==> src/rtl/iwk_pkg.sv <==
package iwk_pkg;
  typedef enum logic {
    ST_SLEEP = 1'b0,
    ST_AWAKE = 1'b1
  } wake_st_e;

  // width for a counter that must hold values 0..limit-1 (at least 1 bit)
  function automatic int cnt_width(input int limit);
    return (limit <= 2) ? 1 : $clog2(limit);
  endfunction
endpackage

==> src/rtl/iwk_sync.sv <==
module iwk_sync #(
  parameter int WIDTH  = 2,
  parameter int STAGES = 2
) (
  input  logic             clk,
  input  logic             rst,
  input  logic [WIDTH-1:0] d_async,
  output logic [WIDTH-1:0] q_sync
);
  logic [WIDTH-1:0] chain [STAGES];

  always_ff @(posedge clk) begin
    if (rst) begin
      for (int i = 0; i < STAGES; i++) chain[i] <= '0;
    end else begin
      chain[0] <= d_async;
      for (int i = 1; i < STAGES; i++) chain[i] <= chain[i-1];
    end
  end

  assign q_sync = chain[STAGES-1];
endmodule

==> src/rtl/iwk_deglitch.sv <==
module iwk_deglitch #(
  parameter int LIMIT = 2500
) (
  input  logic clk,
  input  logic rst,
  input  logic arm,
  input  logic cond,
  output logic fire
);
  localparam int CW = iwk_pkg::cnt_width(LIMIT);
  localparam logic [CW-1:0] LAST = CW'(LIMIT - 1);

  logic [CW-1:0] cnt;
  logic          run;

  assign run  = arm && cond;
  assign fire = run && (cnt == LAST);

  always_ff @(posedge clk) begin
    if (rst)                cnt <= '0;
    else if (!run || fire)  cnt <= '0;
    else                    cnt <= cnt + 1'b1;
  end

  // counter never passes the last accepted value
  assert_cnt_bound_R3: assert property (@(posedge clk) disable iff (rst)
    cnt <= LAST);

  // a nonzero count means the previous sample qualified; otherwise it restarted
  assert_restart_R6: assert property (@(posedge clk) disable iff (rst)
    (cnt != '0) |-> $past(arm && cond));
endmodule

==> src/rtl/iwk_keepalive.sv <==
module iwk_keepalive #(
  parameter int PERIOD = 200
) (
  input  logic clk,
  input  logic rst,
  input  logic run,
  input  logic tick,
  output logic pulse
);
  localparam int CW = iwk_pkg::cnt_width(PERIOD);
  localparam logic [CW-1:0] LAST = CW'(PERIOD - 1);

  logic [CW-1:0] cnt;

  always_ff @(posedge clk) begin
    if (rst || !run) begin
      cnt   <= '0;
      pulse <= 1'b0;
    end else begin
      pulse <= 1'b0;
      if (tick) begin
        if (cnt == LAST) begin
          cnt   <= '0;
          pulse <= 1'b1;
        end else begin
          cnt <= cnt + 1'b1;
        end
      end
    end
  end

  assert_ka_gap_R8: assert property (@(posedge clk) disable iff (rst)
    pulse |=> !pulse);

  assert_ka_bound_R8: assert property (@(posedge clk) disable iff (rst)
    cnt <= LAST);
endmodule

==> src/rtl/iwk_wake_ctrl.sv <==
module iwk_wake_ctrl #(
  parameter int SYNC_STAGES = 2,
  parameter int ON_CYCLES   = 2500,
  parameter int OFF_CYCLES  = 2500,
  parameter int KA_TICKS    = 200
) (
  input  logic clk,
  input  logic rst,
  input  logic tick,
  input  logic above_hi,
  input  logic below_lo,
  output logic awake,
  output logic keepalive
);
  import iwk_pkg::*;

  localparam int NCMP = 2;

  logic [NCMP-1:0] cmp_s;
  logic            hi_s, lo_s;
  logic            on_fire, off_fire;
  wake_st_e        st;

  iwk_sync #(.WIDTH(NCMP), .STAGES(SYNC_STAGES)) u_sync (
    .clk     (clk),
    .rst     (rst),
    .d_async ({below_lo, above_hi}),
    .q_sync  (cmp_s)
  );

  assign hi_s = cmp_s[0];
  assign lo_s = cmp_s[1];

  iwk_deglitch #(.LIMIT(ON_CYCLES)) u_on_flt (
    .clk  (clk),
    .rst  (rst),
    .arm  (st == ST_SLEEP),
    .cond (hi_s),
    .fire (on_fire)
  );

  iwk_deglitch #(.LIMIT(OFF_CYCLES)) u_off_flt (
    .clk  (clk),
    .rst  (rst),
    .arm  (st == ST_AWAKE),
    .cond (lo_s),
    .fire (off_fire)
  );

  always_ff @(posedge clk) begin
    if (rst) st <= ST_SLEEP;
    else begin
      case (st)
        ST_SLEEP: if (on_fire)  st <= ST_AWAKE;
        ST_AWAKE: if (off_fire) st <= ST_SLEEP;
        default:                st <= ST_SLEEP;
      endcase
    end
  end

  assign awake = (st == ST_AWAKE);

  iwk_keepalive #(.PERIOD(KA_TICKS)) u_ka (
    .clk   (clk),
    .rst   (rst),
    .run   (awake),
    .tick  (tick),
    .pulse (keepalive)
  );

  initial begin
    assert_params_R2: assert (ON_CYCLES >= 1 && OFF_CYCLES >= 1 && KA_TICKS >= 2 && SYNC_STAGES >= 1);
  end

  assert_wake_src_R2: assert property (@(posedge clk) disable iff (rst)
    $rose(awake) |-> $past(hi_s));

  assert_sleep_src_R4: assert property (@(posedge clk) disable iff (rst)
    $fell(awake) |-> $past(lo_s));

  assert_ka_awake_R9: assert property (@(posedge clk) disable iff (rst)
    keepalive |-> $past(awake));
endmodule

==> config.mk <==
export PLATFORM = sky130hd
export DESIGN_NAME = iwk_wake_ctrl
export DESIGN_NICKNAME = d
export VERILOG_FILES = /design/src/rtl/iwk_pkg.sv /design/src/rtl/iwk_sync.sv /design/src/rtl/iwk_deglitch.sv /design/src/rtl/iwk_keepalive.sv /design/src/rtl/iwk_wake_ctrl.sv
export SDC_FILE = /design/constraint.sdc
export NUM_CORES = 1
export LEC_CHECK = 0
export ABC_CLOCK_PERIOD_IN_PS = 1900
export BUFFER_PORTS_ARGS = -buffer_cell sky130_fd_sc_hd__buf_2
export CAP_MARGIN = 15
export CORE_MARGIN = 3
export CORE_UTILIZATION = 62
export CTS_BUF_LIST = sky130_fd_sc_hd__clkbuf_4
export DETAILED_ROUTE_END_ITERATION = 12
export PLACE_DENSITY = 0.88
export SYNTH_ARGS = -nofsm -noshare
export SYNTH_HDL_FRONTEND = slang
export SYNTH_SLANG_ARGS = --single-unit
==> constraint.sdc <==
create_clock -name clk -period 1.9 [get_ports clk]
set_input_delay 0.475 -clock clk [delete_from_list [all_inputs] [get_ports clk]]
set_output_delay 0.475 -clock clk [all_outputs]
set_load 0.02 [all_outputs]
==> impl_metrics.prom <==
# TYPE chip_impl_metric gauge
chip_impl_metric{name="post-cts-setup-buffers",unit=""} 0
chip_impl_metric{name="fin_nets",unit=""} 189
chip_impl_metric{name="timing.critical_path.fanout_max",unit=""} 12
chip_impl_metric{name="finalSetupViolCount",unit=""} 0
chip_impl_metric{name="grt-ovfl-total",unit=""} 0
chip_impl_info{name="hold_class",value="in -> reg"} 1
chip_impl_metric{name="worst_path_largest_cell_delay",unit="ns"} 0.39
chip_impl_info{name="dominantRegCellSynth",value="dfxtp_1"} 1
chip_impl_metric{name="tightestPinTransition",unit="ns"} 0.433
chip_impl_metric{name="drt_first_iter_violations",unit=""} 18
chip_impl_metric{name="drcViolationCount",unit=""} 0
chip_impl_metric{name="average_instance_area_after_synthesis",unit="sq um"} 9.07
chip_impl_info{name="mostFrequentLayoutCells",value="nor2_1 (38), dfxtp_1 (38), xnor2_1 (19)"} 1
chip_impl_metric{name="floorplan.io_pins",unit=""} 7
chip_impl_metric{name="synth_seq_area_share",unit="%"} 49.3
chip_impl_metric{name="post_route_cells_drive_above_1_share",unit="%"} 8.84
chip_impl_info{name="crit_type",value="reg -> reg"} 1
chip_impl_metric{name="floorplan_die_height",unit="microns"} 55.9
chip_impl_metric{name="report.final.hold_viol_count",unit=""} 0
chip_impl_metric{name="largest_net_degree_at_the_start_of_global_routing",unit=""} 13
chip_impl_metric{name="max-cap-violations",unit=""} 0
chip_impl_metric{name="yosysWarnings",unit=""} 0
chip_impl_metric{name="clock-sinks",unit=""} 38
chip_impl_metric{name="diodes_inserted",unit=""} 0
chip_impl_info{name="synth_top_area_cell",value="dfxtp_1"} 1
chip_impl_metric{name="clkLatencyLatePin",unit="ns"} 0.34
chip_impl_metric{name="core_area",unit="sq um"} 2280
chip_impl_metric{name="holdBufCountCts",unit=""} 0
chip_impl_metric{name="finalMaxSlewViolations",unit=""} 0
chip_impl_metric{name="drtAntennaViolNets",unit=""} 0
chip_impl_info{name="cts_root_buffer",value="clkbuf_4"} 1
chip_impl_metric{name="routabilityCongestion",unit=""} 0.774
chip_impl_metric{name="htree_levels",unit=""} 2
chip_impl_metric{name="max_freq",unit="MHz"} 607
chip_impl_metric{name="wirelength",unit="microns"} 2600
chip_impl_metric{name="power.sequential.fraction",unit="%"} 65.4
chip_impl_info{name="run_status",value="complete, no violations"} 1
chip_impl_metric{name="synthesis.area",unit="sq um"} 1540
chip_impl_info{name="critical_path_capture_point_type",value="flop"} 1
chip_impl_metric{name="dpl.cell_count",unit=""} 202
chip_impl_info{name="tritoncts",value="built"} 1
chip_impl_metric{name="num-fill-cells",unit=""} 164
chip_impl_info{name="synth.top_cells.by_area",value="dfxtp_1 (49%), xnor2_1 (11%), nor2_1 (9.2%)"} 1
chip_impl_metric{name="period_needed",unit="ns"} 1.65
chip_impl_metric{name="track_usage",unit="%"} 19.3
chip_impl_metric{name="wire_per_inst",unit="microns"} 12.4
chip_impl_metric{name="cellLeakagePower",unit="nW"} 0.516
chip_impl_metric{name="final_cells",unit=""} 209
chip_impl_metric{name="place_hpwl",unit="microns"} 1890
chip_impl_metric{name="cp_required",unit="ns"} 2.12
chip_impl_metric{name="power_report.internal_total",unit="uW"} 976
chip_impl_metric{name="synth_top_area_share",unit="%"} 49.3
chip_impl_metric{name="initial_core_util",unit="%"} 67.8
chip_impl_metric{name="clock_power_share",unit="%"} 33.3
chip_impl_metric{name="power_switching_share",unit="%"} 20.4
chip_impl_metric{name="die_w",unit="microns"} 55.9
chip_impl_metric{name="clkSlewWorstSetupHoldPaths",unit="ns"} 0.11
chip_impl_metric{name="netSwitchingPower",unit="uW"} 250
chip_impl_metric{name="share_of_the_core_filled_with_cells",unit="%"} 72.3
chip_impl_metric{name="crit_arrival",unit="ns"} 1.87
chip_impl_metric{name="clock_skew",unit="ns"} 0.0132
chip_impl_info{name="grt_setup_unrepaired",value="false"} 1
chip_impl_metric{name="number_of_synthesized_flops_with_an_enable_pin",unit=""} 0
chip_impl_metric{name="yosysUniqueCellTypes",unit=""} 25
chip_impl_info{name="worstPathCellList",value="ha_1, nor4bb_1, nand3b_1, nand3_1, nor2_1"} 1
chip_impl_metric{name="growth_of_design_area_from_synthesis_to_finish",unit="%"} 6.65
chip_impl_metric{name="power.density_cell_area",unit="nW/um^2"} 745
chip_impl_metric{name="global_route_wire_length_before_repair",unit="microns"} 4660
chip_impl_metric{name="finalSetupTns",unit="ns"} 0
chip_impl_metric{name="fp-row-count",unit=""} 17
chip_impl_metric{name="logic_pwr_share",unit="%"} 1.2
chip_impl_metric{name="length_of_the_first_detailed_routing_pass_in_iterations",unit=""} 4
chip_impl_metric{name="via_to_cell_ratio",unit=""} 5.42
chip_impl_metric{name="irDropWorstVdd",unit="V"} 0.000687
chip_impl_metric{name="cts_buffer_depth",unit=""} 2
chip_impl_metric{name="fp.dieArea",unit="sq um"} 3120
chip_impl_metric{name="first_global_vias",unit=""} 1139
chip_impl_metric{name="cts_inserted_buffers",unit=""} 5
chip_impl_info{name="critPathLaunchType",value="flop"} 1
chip_impl_metric{name="total_power",unit="mW"} 1.23
chip_impl_metric{name="vias",unit=""} 1132
chip_impl_metric{name="antenna_found_initial",unit=""} 0
chip_impl_metric{name="post_cts.resized_instances",unit=""} 0
chip_impl_metric{name="synthArstFlopShare",unit="%"} 0
chip_impl_metric{name="slew_headroom",unit="%"} 71.0
chip_impl_metric{name="syn_nets",unit=""} 178
chip_impl_metric{name="yosys_register_bits",unit=""} 38
chip_impl_metric{name="final_min_period_over_clock_period",unit="%"} 86.7
chip_impl_metric{name="placement.io_buffers",unit=""} 6
chip_impl_info{name="cp_slowest_cell",value="dfxtp_1"} 1
chip_impl_metric{name="synth_cells",unit=""} 170
[power groups by stage]
| stage | sequential (mW) | combinational, mW | clock [mW] |
|---|---|---|---|
| global placement | 0.820 | 0.0143 | 0 |
| floorplan | 0.820 | 0.00839 | 0 |
| detailed placement | 0.821 | 0.0152 | 0 |
| finish | 0.802 | 0.0151 | 0.409 |
| global route | 0.803 | 0.0174 | 0.442 |
| CTS | 0.802 | 0.0152 | 0.416 |
[cell usage after synthesis, types with 2 or more instances]
cell type,instances
nor2b_1,5
nor2_1,38
nor3_1,10
nand2_1,9
xor2_1,8
nor4_1,3
dfxtp_1,38
xnor2_1,19
ha_1,3
and3_1,2
nand3_1,11
inv_1,6
nand4_1,6
[flip-flops by register name, indices dropped and copies added (netlist names)]
signal and flops:
u_ka.cnt 8, u_sync.chain 4, u_ka.pulse 1, u_on_flt.cnt 12, u_off_flt.cnt 12, awake 1
[critical path: cells and delay by family (launching register included)]
kind,cells,cell delay (ns)
AND/OR/NAND/NOR,4,0.88
flip-flops,1,0.39
adder cells (fa/ha/maj),1,0.24
[metrics by stage]
stage	hold WS, ns	worst slack, ns	cell area [sq um]
finish	0.345	0.253	1650
global route	0.356	0.133	1650
CTS	0.333	0.237	1650
detailed placement	0.431	0.265	1590
global placement	0.421	0.341	1590
floorplan	0.414	0.339	1540
[routing by layer]
layer	share of wire (%)	wire length [microns]	up-vias	GRT usage (%)
li1	-	-	585	-
met1	43	1120	523	20.4
met2	51	1330	16	34.3
met3	2.9	75	8	4.87
met4	2.8	72	0	11.2
met5	0	0	-	0
[worst paths after layout]
kind,from,endpoint,slack (ns),cells past startpoint
setup / recovery,u_off_flt.cnt[0]$_SDFF_PP0_,u_off_flt.cnt[6]$_SDFF_PP0_,0.25,5
hold / removal,below_lo,u_sync.chain[0][1]$_SDFF_PP0_,0.34,2
setup reg to reg,u_off_flt.cnt[0]$_SDFF_PP0_,u_off_flt.cnt[6]$_SDFF_PP0_,0.25,5
hold reg to reg,u_sync.chain[0][1]$_SDFF_PP0_,u_sync.chain[0][3]$_SDFF_PP0_,0.45,1
[logic make-up (layout without fill, tap and decap cells)]
kind of cell	after synthesis	count (layout)	synth area share [%]
multiplexers	1	1	0.649
adder cells (fa/ha/maj)	3	3	2.43
flip-flops	38	38	49.3
AND/OR/NAND/NOR	92	92	29.5
AO/OA/AOI/OAI	1	1	0.324
buffers and inverters	8	19	2.43
XOR/XNOR	27	27	15.3
[final cells by class]
class,instances,area [sq um],share of cell area (%)
sequential,38,761,46.2
timing repair buffer,6,30.0,1.83
tap,28,35.0,2.13
clock buffer,7,52.6,3.19
multi-input combinational,124,744,45.2
inverter,6,22.5,1.37
(Power assumes the default switching activity.)
